**src/rtl/pcache_wr_pkg.sv**
```systemverilog
package pcache_wr_pkg;
  typedef enum logic [1:0] {
    SEQ_IDLE  = 2'd0,
    SEQ_LOAD  = 2'd1,
    SEQ_FLUSH = 2'd2,
    SEQ_WAIT  = 2'd3
  } seq_state_t;
endpackage

```
**src/rtl/pcache_ctrl.sv**
```systemverilog
module pcache_ctrl
  import pcache_wr_pkg::*;
#(
  parameter int CACHE_PAGES = 8,
  localparam int CIDX_W = $clog2(CACHE_PAGES)
) (
  input  logic              clk,
  input  logic              rst_n,
  input  logic              cmd_start,
  input  logic              cmd_stop,
  input  logic              in_valid,
  input  logic              page_any,
  input  logic              prog_done,
  output logic              capture,
  output logic              wr_en,
  output logic              in_ready,
  output logic              prog_go,
  output logic              busy,
  output logic [CIDX_W-1:0] page_idx
);
  seq_state_t state_q, state_d;
  logic [CIDX_W-1:0] idx_q, idx_d;
  logic last_page;

  assign last_page = (idx_q == CIDX_W'(CACHE_PAGES - 1));
  assign capture   = (state_q == SEQ_IDLE) && cmd_start;
  assign in_ready  = (state_q == SEQ_LOAD);
  assign wr_en     = in_ready && in_valid;
  assign prog_go   = (state_q == SEQ_FLUSH) && page_any;
  assign busy      = (state_q == SEQ_FLUSH) || (state_q == SEQ_WAIT);
  assign page_idx  = idx_q;

  always_comb begin
    state_d = state_q;
    idx_d   = idx_q;
    unique case (state_q)
      SEQ_IDLE: begin
        if (cmd_start) state_d = SEQ_LOAD;
      end
      SEQ_LOAD: begin
        if (cmd_stop) begin
          state_d = SEQ_FLUSH;
          idx_d   = '0;
        end
      end
      SEQ_FLUSH: begin
        if (page_any) begin
          state_d = SEQ_WAIT;
        end else if (last_page) begin
          state_d = SEQ_IDLE;
        end else begin
          idx_d = idx_q + 1'b1;
        end
      end
      SEQ_WAIT: begin
        if (prog_done) begin
          if (last_page) begin
            state_d = SEQ_IDLE;
          end else begin
            state_d = SEQ_FLUSH;
            idx_d   = idx_q + 1'b1;
          end
        end
      end
      default: state_d = SEQ_IDLE;
    endcase
  end

  always_ff @(posedge clk) begin
    if (!rst_n) begin
      state_q <= SEQ_IDLE;
      idx_q   <= '0;
    end else begin
      state_q <= state_d;
      idx_q   <= idx_d;
    end
  end


  single_pulse_chk: assert property (@(posedge clk) disable iff (!rst_n)
    prog_go |=> !prog_go);


  hold_until_done_chk: assert property (@(posedge clk) disable iff (!rst_n)
    (state_q == SEQ_WAIT && !prog_done) |=> (!prog_go && $stable(idx_q)));


  busy_from_stop_chk: assert property (@(posedge clk) disable iff (!rst_n)
    $rose(busy) |-> $past(cmd_stop));
endmodule

```
**src/rtl/pcache_addr.sv**
```systemverilog
module pcache_addr #(
  parameter int ARRAY_BYTES = 4096,
  parameter int PAGE_BYTES  = 8,
  parameter int CACHE_PAGES = 8,
  localparam int ADDR_W  = $clog2(ARRAY_BYTES),
  localparam int OFF_W   = $clog2(PAGE_BYTES),
  localparam int CPTR_W  = $clog2(CACHE_PAGES * PAGE_BYTES),
  localparam int CIDX_W  = $clog2(CACHE_PAGES),
  localparam int PADDR_W = ADDR_W - OFF_W
) (
  input  logic               clk,
  input  logic               rst_n,
  input  logic               capture,
  input  logic [ADDR_W-1:0]  cmd_addr,
  input  logic               wr_en,
  input  logic [CIDX_W-1:0]  page_idx,
  output logic [CPTR_W-1:0]  wr_ptr,
  output logic [PADDR_W-1:0] prog_page
);
  logic [PADDR_W-1:0] base_q;
  logic [CPTR_W-1:0]  ptr_q;

  always_ff @(posedge clk) begin
    if (!rst_n) begin
      base_q <= '0;
      ptr_q  <= '0;
    end else if (capture) begin
      base_q <= cmd_addr[ADDR_W-1:OFF_W];
      ptr_q  <= CPTR_W'(cmd_addr[OFF_W-1:0]);
    end else if (wr_en) begin
      ptr_q  <= ptr_q + 1'b1;
    end
  end

  assign wr_ptr    = ptr_q;
  assign prog_page = base_q + PADDR_W'(page_idx);


  ptr_step_chk: assert property (@(posedge clk) disable iff (!rst_n)
    (wr_en && !capture) |=> (wr_ptr == $past(wr_ptr) + 1'b1));
endmodule

```
**src/rtl/pcache_store.sv**
```systemverilog
module pcache_store #(
  parameter int PAGE_BYTES  = 8,
  parameter int CACHE_PAGES = 8,
  localparam int CACHE_BYTES = CACHE_PAGES * PAGE_BYTES,
  localparam int OFF_W  = $clog2(PAGE_BYTES),
  localparam int CPTR_W = $clog2(CACHE_BYTES),
  localparam int CIDX_W = $clog2(CACHE_PAGES)
) (
  input  logic                    clk,
  input  logic                    rst_n,
  input  logic                    clear,
  input  logic                    wr_en,
  input  logic [CPTR_W-1:0]       wr_ptr,
  input  logic [7:0]              wr_data,
  input  logic [CIDX_W-1:0]       rd_page,
  output logic [PAGE_BYTES-1:0]   rd_be,
  output logic [PAGE_BYTES*8-1:0] rd_data,
  output logic                    rd_any
);
  logic [7:0]             mem_q [CACHE_BYTES];
  logic [CACHE_BYTES-1:0] vld_q;

  always_ff @(posedge clk) begin
    if (wr_en) mem_q[wr_ptr] <= wr_data;
  end

  always_ff @(posedge clk) begin
    if (!rst_n || clear) begin
      vld_q <= '0;
    end else if (wr_en) begin
      vld_q[wr_ptr] <= 1'b1;
    end
  end

  for (genvar b = 0; b < PAGE_BYTES; b++) begin : g_lane
    localparam logic [OFF_W-1:0] LANE = OFF_W'(b);
    assign rd_be[b]          = vld_q[{rd_page, LANE}];
    assign rd_data[8*b +: 8] = mem_q[{rd_page, LANE}];
  end

  assign rd_any = |rd_be;


  mark_loaded_chk: assert property (@(posedge clk) disable iff (!rst_n)
    (wr_en && !clear) |=> vld_q[$past(wr_ptr)]);


  mask_cleared_chk: assert property (@(posedge clk) disable iff (!rst_n)
    clear |=> (vld_q == '0));
endmodule

```
**src/rtl/pcache_wr_seq.sv**
```systemverilog
module pcache_wr_seq #(
  parameter int ARRAY_BYTES = 4096,
  parameter int PAGE_BYTES  = 8,
  parameter int CACHE_PAGES = 8,
  localparam int ADDR_W  = $clog2(ARRAY_BYTES),
  localparam int OFF_W   = $clog2(PAGE_BYTES),
  localparam int CPTR_W  = $clog2(CACHE_PAGES * PAGE_BYTES),
  localparam int CIDX_W  = $clog2(CACHE_PAGES),
  localparam int PADDR_W = ADDR_W - OFF_W
) (
  input  logic                    clk,
  input  logic                    rst_n,
  input  logic                    cmd_start,
  input  logic [ADDR_W-1:0]       cmd_addr,
  input  logic                    cmd_stop,
  input  logic                    in_valid,
  output logic                    in_ready,
  input  logic [7:0]              in_data,
  output logic                    prog_go,
  output logic [PADDR_W-1:0]      prog_page,
  output logic [PAGE_BYTES-1:0]   prog_be,
  output logic [PAGE_BYTES*8-1:0] prog_data,
  input  logic                    prog_done,
  output logic                    busy
);
  logic              capture, wr_en, page_any;
  logic [CIDX_W-1:0] page_idx;
  logic [CPTR_W-1:0] wr_ptr;

  pcache_ctrl #(.CACHE_PAGES(CACHE_PAGES)) ctrl_i (
    .clk(clk), .rst_n(rst_n), .cmd_start(cmd_start), .cmd_stop(cmd_stop),
    .in_valid(in_valid), .page_any(page_any), .prog_done(prog_done),
    .capture(capture), .wr_en(wr_en), .in_ready(in_ready),
    .prog_go(prog_go), .busy(busy), .page_idx(page_idx)
  );

  pcache_addr #(
    .ARRAY_BYTES(ARRAY_BYTES), .PAGE_BYTES(PAGE_BYTES), .CACHE_PAGES(CACHE_PAGES)
  ) addr_i (
    .clk(clk), .rst_n(rst_n), .capture(capture), .cmd_addr(cmd_addr),
    .wr_en(wr_en), .page_idx(page_idx), .wr_ptr(wr_ptr), .prog_page(prog_page)
  );

  pcache_store #(.PAGE_BYTES(PAGE_BYTES), .CACHE_PAGES(CACHE_PAGES)) store_i (
    .clk(clk), .rst_n(rst_n), .clear(capture), .wr_en(wr_en),
    .wr_ptr(wr_ptr), .wr_data(in_data), .rd_page(page_idx),
    .rd_be(prog_be), .rd_data(prog_data), .rd_any(page_any)
  );


  no_empty_program_chk: assert property (@(posedge clk) disable iff (!rst_n)
    prog_go |-> (prog_be != '0));


  stop_idle_ignored_chk: assert property (@(posedge clk) disable iff (!rst_n)
    (!busy && !in_ready && cmd_stop) |=> !busy);


  no_load_while_busy_chk: assert property (@(posedge clk) disable iff (!rst_n)
    busy |-> !in_ready);
endmodule

```
**config.mk**
```make
export PLATFORM = sky130hd
export DESIGN_NAME = pcache_wr_seq
export DESIGN_NICKNAME = d
export VERILOG_FILES = /design/src/rtl/pcache_wr_pkg.sv /design/src/rtl/pcache_ctrl.sv /design/src/rtl/pcache_addr.sv /design/src/rtl/pcache_store.sv /design/src/rtl/pcache_wr_seq.sv
export SDC_FILE = /design/constraint.sdc
export NUM_CORES = 1
export LEC_CHECK = 0
export BUFFER_PORTS_ARGS = -buffer_cell sky130_fd_sc_hd__buf_2
export CAP_MARGIN = 20
export CORE_UTILIZATION = 45
export DETAILED_ROUTE_END_ITERATION = 12
export PLACE_DENSITY = 0.7
export SETUP_SLACK_MARGIN = 0.2
export SYNTH_ARGS = -nofsm -noshare
export SYNTH_HDL_FRONTEND = slang
export SYNTH_SLANG_ARGS = --single-unit
export TNS_END_PERCENT = 50
```
**constraint.sdc**
```tcl
create_clock -name clk -period 2.45 [get_ports clk]
set_clock_uncertainty 0.1 [all_clocks]
set_input_delay 0 -clock clk [delete_from_list [all_inputs] [get_ports clk]]
set_output_delay 0 -clock clk [all_outputs]
set_load 0.1 [all_outputs]
```
---- Word-level counts from Yosys, hierarchy flattened ----
Memories as Yosys holds them, arrays and structs flattened. A register that Yosys moved wholly into a read port is not among the register bits.
Cells that the tools add are included.
word-level totals
  output and inout port bits .............. 84
  input port bits ......................... 26
  word-level logic and storage cells ...... 95
  register bits ........................... 84
  RAM bits ................................ 512
  memories ................................ 1
memories
  memory         depth  bits a word  read ports  clocked after memory_dff  write ports  line                source
  store_i.mem_q  64     8            8           8                         1            pcache_store.sv:20  logic [7:0] mem_q [CACHE_BYTES];
operators by class
  bitwise gates (word level) .............. 2
  eq/ne operators ......................... 9
  reductions and logical operators ........ 14
  order comparisons ....................... 10
  add/subtract/negate cells ............... 3
  muxes and demuxes ....................... 50
operators by type and width
  cell                                                                                  count
  6-bit two-way mux                                                                     16
  64-bit OR                                                                             1
  6-bit by 7-bit less-than comparator with 1-bit output (second input constant)         9
  1-bit binary-select mux with 3-bit select                                             8
  3-bit two-way mux                                                                     6
  2-bit two-way mux                                                                     6
  1-bit two-way mux                                                                     11
  9-bit by 3-bit adder with 9-bit output                                                1
  3-bit one-hot mux with 3 select lines                                                 1
  2-bit inequality test (second input constant)                                         4
  2-bit one-hot mux with 4 select lines                                                 1
  4-bit AND reduction                                                                   2
  8-bit OR reduction                                                                    1
  6-bit by 1-bit adder with 6-bit output (second input constant)                        1
  1-bit demux with 6-bit select                                                         1
  6-bit by 1-bit greater-or-equal comparator with 1-bit output (second input constant)  1
  2-bit equality test (second input constant)                                           2
  1-bit logical AND                                                                     4
  3-bit by 1-bit adder with 3-bit output (second input constant)                        1
  3-bit equality test (second input constant)                                           1
  3-bit by 1-bit inequality test with 1-bit output (second input constant)              1
  3-bit nonzero test                                                                    1
  2-bit by 1-bit equality test with 1-bit output (second input constant)                1
  2-bit logical NOT                                                                     1
  5 further kinds                                                                       6

---- Longest topological paths before layout ----
  depth after elaboration ................. 7
  depth in mapped cells ................... 9
  mapped depth without buffers ............ 7

---- Modules after synthesis ----
Synthesis repeated with hierarchy kept, for this count alone.
second synthesis, totals
  cells, all modules ...................... 1180
  area total of the unflattened synthesis .. 23233.5 um^2
modules (own cells, without submodules)
  module        cells each  sequential area each (um^2)  instances  area an instance (um^2)
  pcache_store  1054        16656.0                      1          22066.2
  pcache_addr   85          300.3                        1          814.5
  pcache_ctrl   41          100.1                        1          352.8

---- Worst setup path before layout ----
OpenSTA, ideal clock, no wires.
  kind .................................... flip-flop to flip-flop
  start ................................... reg ctrl_i.state_q[0]
  end ..................................... mem store_i.mem_q[54][0], enable pin
  data required time ...................... 1.976 ns
  stages on the path, launching flop included .. 7
  setup slack ............................. -1.136 ns
  library setup time ...................... 0.374 ns
  period minus slack after synthesis ...... 3.586 ns
  arrival ................................. 3.112 ns
  buffers on the path ..................... 1
  cell sequence ........................... dfxtp_1 clkbuf_1 nor2b_1 nand2_1 nor2_1 nand3_1 nor2_1
on the way
  word-level cells in the longest chain between the ends .. 4
RTL lines
  item                                            line                 source
  from (decl)                                     pcache_ctrl.sv:21    seq_state_t state_q, state_d;
  from (signal assigned)                          pcache_ctrl.sv:74    state_q <= state_d;
  2-bit by 1-bit equality test with 1-bit output  pcache_ctrl.sv:27    assign in_ready = (state_q == SEQ_LOAD);
  net in_ready                                    pcache_wr_seq.sv:17  output logic in_ready,
  1-bit logical AND                               pcache_ctrl.sv:28    assign wr_en = in_ready && in_valid;
  1-bit two-way mux                               pcache_store.sv:24   if (wr_en) mem_q[wr_ptr] <= wr_data;
  1-bit two-way mux (not written as such)         pcache_store.sv:24
  to (decl)                                       pcache_store.sv:20
The timed path passes the listed nets, and every way through them passes these cells.

---- Final worst setup path ----
  start ................................... reg ctrl_i.idx_q[0], in the netlist ctrl_i.page_idx[0]
  end ..................................... out prog_go
on the way
  word-level cells in the longest chain between the ends .. 4
  elaborated cells between the ends (all ways) .. 18
  classes of those cells .................. mux (16); reduce/logical (2)
RTL lines
  item                                       line                 source
  from (decl)                                pcache_ctrl.sv:22    logic [CIDX_W-1:0] idx_q, idx_d;
  from (signal assigned)                     pcache_ctrl.sv:75    idx_q <= idx_d;
  1-bit binary-select mux with 3-bit select  pcache_store.sv:37   assign rd_be[b] = vld_q[{rd_page, LANE}];
  1-bit two-way mux (not written as such)    pcache_store.sv:37
  8-bit OR reduction *                       pcache_store.sv:41   assign rd_any = |rd_be;
  1-bit logical AND *                        pcache_ctrl.sv:29    assign prog_go = (state_q == SEQ_FLUSH) && page_any;
  to (decl)                                  pcache_wr_seq.sv:19  output logic prog_go,
Every way passes the cells marked *; elsewhere a longest branch is shown, timed or not. The select of a mux whose other input is x is not followed.

==> impl.org <==
** Outcome
- Run status :: finished with violations
- The final reports fail on setup timing.

** Yosys
- Most used flip-flop cell after synthesis :: edfxtp_1
- Distinct cell type count of the synthesized netlist :: 43
- Share of flip-flops with an asynchronous set or reset after synthesis :: 0
- Counting flops with a built-in enable in the synthesized netlist gives roughly 500.
- Leading cell type by number of instances after synthesis :: edfxtp_1
- Total of flip-flops plus latches after synthesis :: roughly 600
- Synthesis produced a netlist whose cell count is ~1200.
- Top cell type by total area after synthesis :: edfxtp_1
- During synthesis, Yosys emitted a total of 0 warnings.
- Largest cells by area after synthesis :: edfxtp_1 (67%), mux4_2 (14%), dfxtp_1 (7.6%), mux2_2 (3.7%), nor2_1 (1.9%)
- When the netlist entered floorplanning its net count stood at around 1200.
- Yosys top cell area share :: 0.669
- Mux contribution to synthesized area :: 0.174
- Post-synthesis adder-cell area fraction :: 0.00359
- Fraction of the mapped netlist area in simple logic gates :: 0.0351
- The area fraction in compound gates after synthesis came to 0.0257.
- A synthesized cell averages 19.5 um2.
- For this run, the register share of the synthesized area comes to 0.745.
- Synthesized area :: ~23000 um2
- Of the total synthesized cell area, the portion taken by XOR and XNOR cells is 0.00419.
- The commonest cells after synthesis are edfxtp_1 (512), mux4_2 (140), nor2_1 (116).
- After synthesis, the largest family of logic cells by area is multiplexers.

** Clock tree
- Clock tree from TritonCTS :: yes
- Clock tree root buffer cell :: clkbuf_16
- The clock reaches the later pin of the worst-skew pair after 600 ps.
- Clock-pin transition on the worst setup and hold timing paths :: 60 ps
- The H-tree was split into 2 levels.
- Total clock buffers created by CTS :: 57
- The longest clock path from root to sink contains 3 buffers.
- Number of clock sinks seen by CTS :: 599

** Setup path
- By instance count, the cell type seen most on the critical path is buf_12.
- Data required time at the worst endpoint :: around 2400 ps
- Highest-delay cell along the critical path :: or4_4
- Crit Path Category :: reg -> out
- Data on the critical path arrives at its endpoint at 2830 ps.
- Crit. End Element :: primary output
- Traced cell by cell, the critical path runs through buf_12 > mux4_2 > mux2_4 > or4_4 > nor3_4 > nor2_2 > buf_12.
- The worst register-to-register path begins at ctrl_i.page_idx[0]$_SDFFE_PN0P_.
- The number of cells on the worst reg-to-reg path is 8.
- The most critical setup path has its startpoint at ctrl_i.page_idx[0]$_SDFFE_PN0P_.
- The worst setup path is launched from a flip-flop.
- For this run, the slowest stage of the critical path takes between 500 and 600 ps.
- Along the worst path, the maximum fanout reaches 6.

** Min path
- Worst hold path depth :: 4
- Hold path startpoint :: cmd_stop
- Class of the worst hold path :: in -> reg

** Cells and area
- Once layout is complete, the utilization of the core stands at 0.593.
- After filler insertion, the fill cell instance count of the layout stands at 3615.
- Area Overhead vs Synth :: 29.8%
- Fraction of final layout cells sized beyond drive strength 1 :: 0.405
- The final layout contains between 1000 and 1500 nets.
- In the final layout, the multi-input gates occupy between 6000 and 7000 um2.
- Post-route cell area :: between 20000 and 30000 um2
- Sequential cell area :: about 17000 um2

** Routing
- Post-DR vias/cell :: 5.59
- Initial DRC count :: about 1100
- Count of vias placed by the detailed router :: around 12000
- DRC violations left :: 0
- Number of detailed-routing iterations run before antenna repair :: 5
- After detailed routing, the total wire length is 52.9 mm.
- Number of nets with antenna violations after routing :: 0
- Wire length per cell :: about 24 um

** Timing
- In the finished design, the share of the clock period the worst path needs comes to 1.20.
- Unrepaired setup endpoints after global routing :: true
- At the pin with the least slew margin, the transition time is approximately 830 ps.
- Number of slew-limit violations in the final report :: 0
- Number of hold violations in the final report :: 0
- The worst pin sits at a relative slew slack of 0.444.
- Derived from the worst setup path, the maximum achievable clock frequency is about 340 MHz.
- Setup-violating endpoint count in the final report :: between 60 and 70
- Post-layout min period :: between 2000 and 3000 ps
- Min setup slack post-route :: -478 ps

** Flow run
- Max capacitance violation total :: 0

** GRT
- Entering global routing, the biggest net connects 65 pins.
- Total routing usage reported by global routing :: 0.205
- Via count of the first global-routing pass :: 12400
- The first global-routing pass estimated just under 80 mm of wire.
- Summed over all layers, the global routing overflow is 0.
- The number of antenna violations at the first check in global routing is 0.

** Placement
- The HPWL after detailed placement is between 30 and 40 mm.
- Total of buffers placed on input and output ports :: roughly 110
- At the end of routability-driven placement, the weighted congestion stood at 0.804.
- Place WS :: -321 ps
- Placed standard-cell area :: around 25000 um2

** Floorplan
- Pin placement for this block handled 110 I/O pins.
- Core outline area :: between 50000 and 60000 um2
- The initial utilization of the core area, before any placement, comes to 0.457.
- The floorplan has 82 rows.
- The die covers roughly 52000 um2.
- The die is 228 um tall.
- From left edge to right edge, the die measures 228 um.

** Power
- Max IR drop VDD :: approximately 0.66 mV
- Leakage Power :: slightly below 10 nW
- In this run the power density over the cells is ~740 nW/um2.
## worst max-delay path, delay by kind of cell (launching register included)
family        cells  cell delay (ps)
flops             1              350
buf+inv           2              300
simple gates      3              810
mux               2              780
## power breakdown
group | switching (W) | internal, W
sequential | 0.0000366 | 0.0111
clock | 0.00363 | 0.00529
combinational | 0.00112 | 0.000835
## kinds of logic (layout without fill, tap and decap cells)
kind of cell,count (synthesis),count (layout)
other cells,0,1
simple gates,190,190
mux,216,216
xor+xnor,11,11
compound gates,85,85
buf+inv,70,394
flops,599,599
fa+ha+maj,6,6
## worst paths after layout
check,endpoint,slack [ps]
worst max-delay path,prog_go,-480
worst min register to register,store_i.vld_q[35]$_SDFFE_PP0P_,360
worst max register to register,ctrl_i.page_idx[0]$_SDFFE_PN0P_,-430
worst min-delay path,ctrl_i.state_q[1]$_SDFFE_PN0P_,250
## final cells by class
class / count / share of cell area
repair buffers: 283 / 0.125
diodes: 1 / 0.0000839
flip-flops and latches: 599 / 0.574
clock inverters: 32 / 0.0129
well taps: 672 / 0.0282
inverters: 8 / 0.00101
clock buffers: 71 / 0.0506
multi-input cells: 508 / 0.208
## timing repair
item,4_1_cts,5_1_grt
resized for setup,350,64
hold endpoints to repair,214,0
hold buffers,40,0
gates cloned,9,0
endpoints found under the setup margin,89,131
pin swaps,5,4
setup buffers,21,5
## through the flow
stage,total power [W],std cells,hold slack [ps],TNS (ps)
after floorplan,0.0124,1177,-1.13,-6210
after global placement,0.0128,1995,141,-1960
after detailed placement,0.0128,1995,148,-2000
after CTS,0.0221,2168,203,-9670
after global routing,0.0226,2173,230,-13790
final,0.0220,2174,252,-8140
## placed cells by master, fill, tap and decap left out, types with 4 or more instances in the layout
master         netlist  layout
nor2_1             116      78
clkinv_1             1      11
nor2_2               0       7
o22ai_1              7       7
buf_16               0      12
a31oi_1              4       4
clkinv_2             0       8
buf_8                0      13
buf_6                2      12
dfxtp_1             87      82
clkbuf_1            42      11
mux2_4               0      65
o21a_1              47      47
buf_2                2      28
nand2_1             41      37
mux4_2             140     140
buf_4                0      83
nor2_4               0      31
mux2_2              76      11
buf_12               0      94
ha_1                 5       4
a21oi_1             16      15
bufinv_16            0       9
xnor2_2              0       4
edfxtp_1           512     512
clkbuf_16            0      58
inv_1                7       7
dlygate4sd3_1        0      40
nand4_1              5       5
## registers in the layout (all words and copies together) (netlist names), named ones only
name	flops
addr_i.base_q	9
addr_i.wr_ptr	6
ctrl_i.page_idx	3
ctrl_i.state_q	2
store_i.mem_q	512
store_i.vld_q	64
## layer usage
layer,vias up,GRT usage,share of wire
met4,0,0.0419,0.014
met5,-,0,0
met2,428,0.338,0.50
met1,6384,0.289,0.43
li1,5279,-,-
met3,66,0.0353,0.057
No activity file was read; power rests on OpenSTA's default activity.
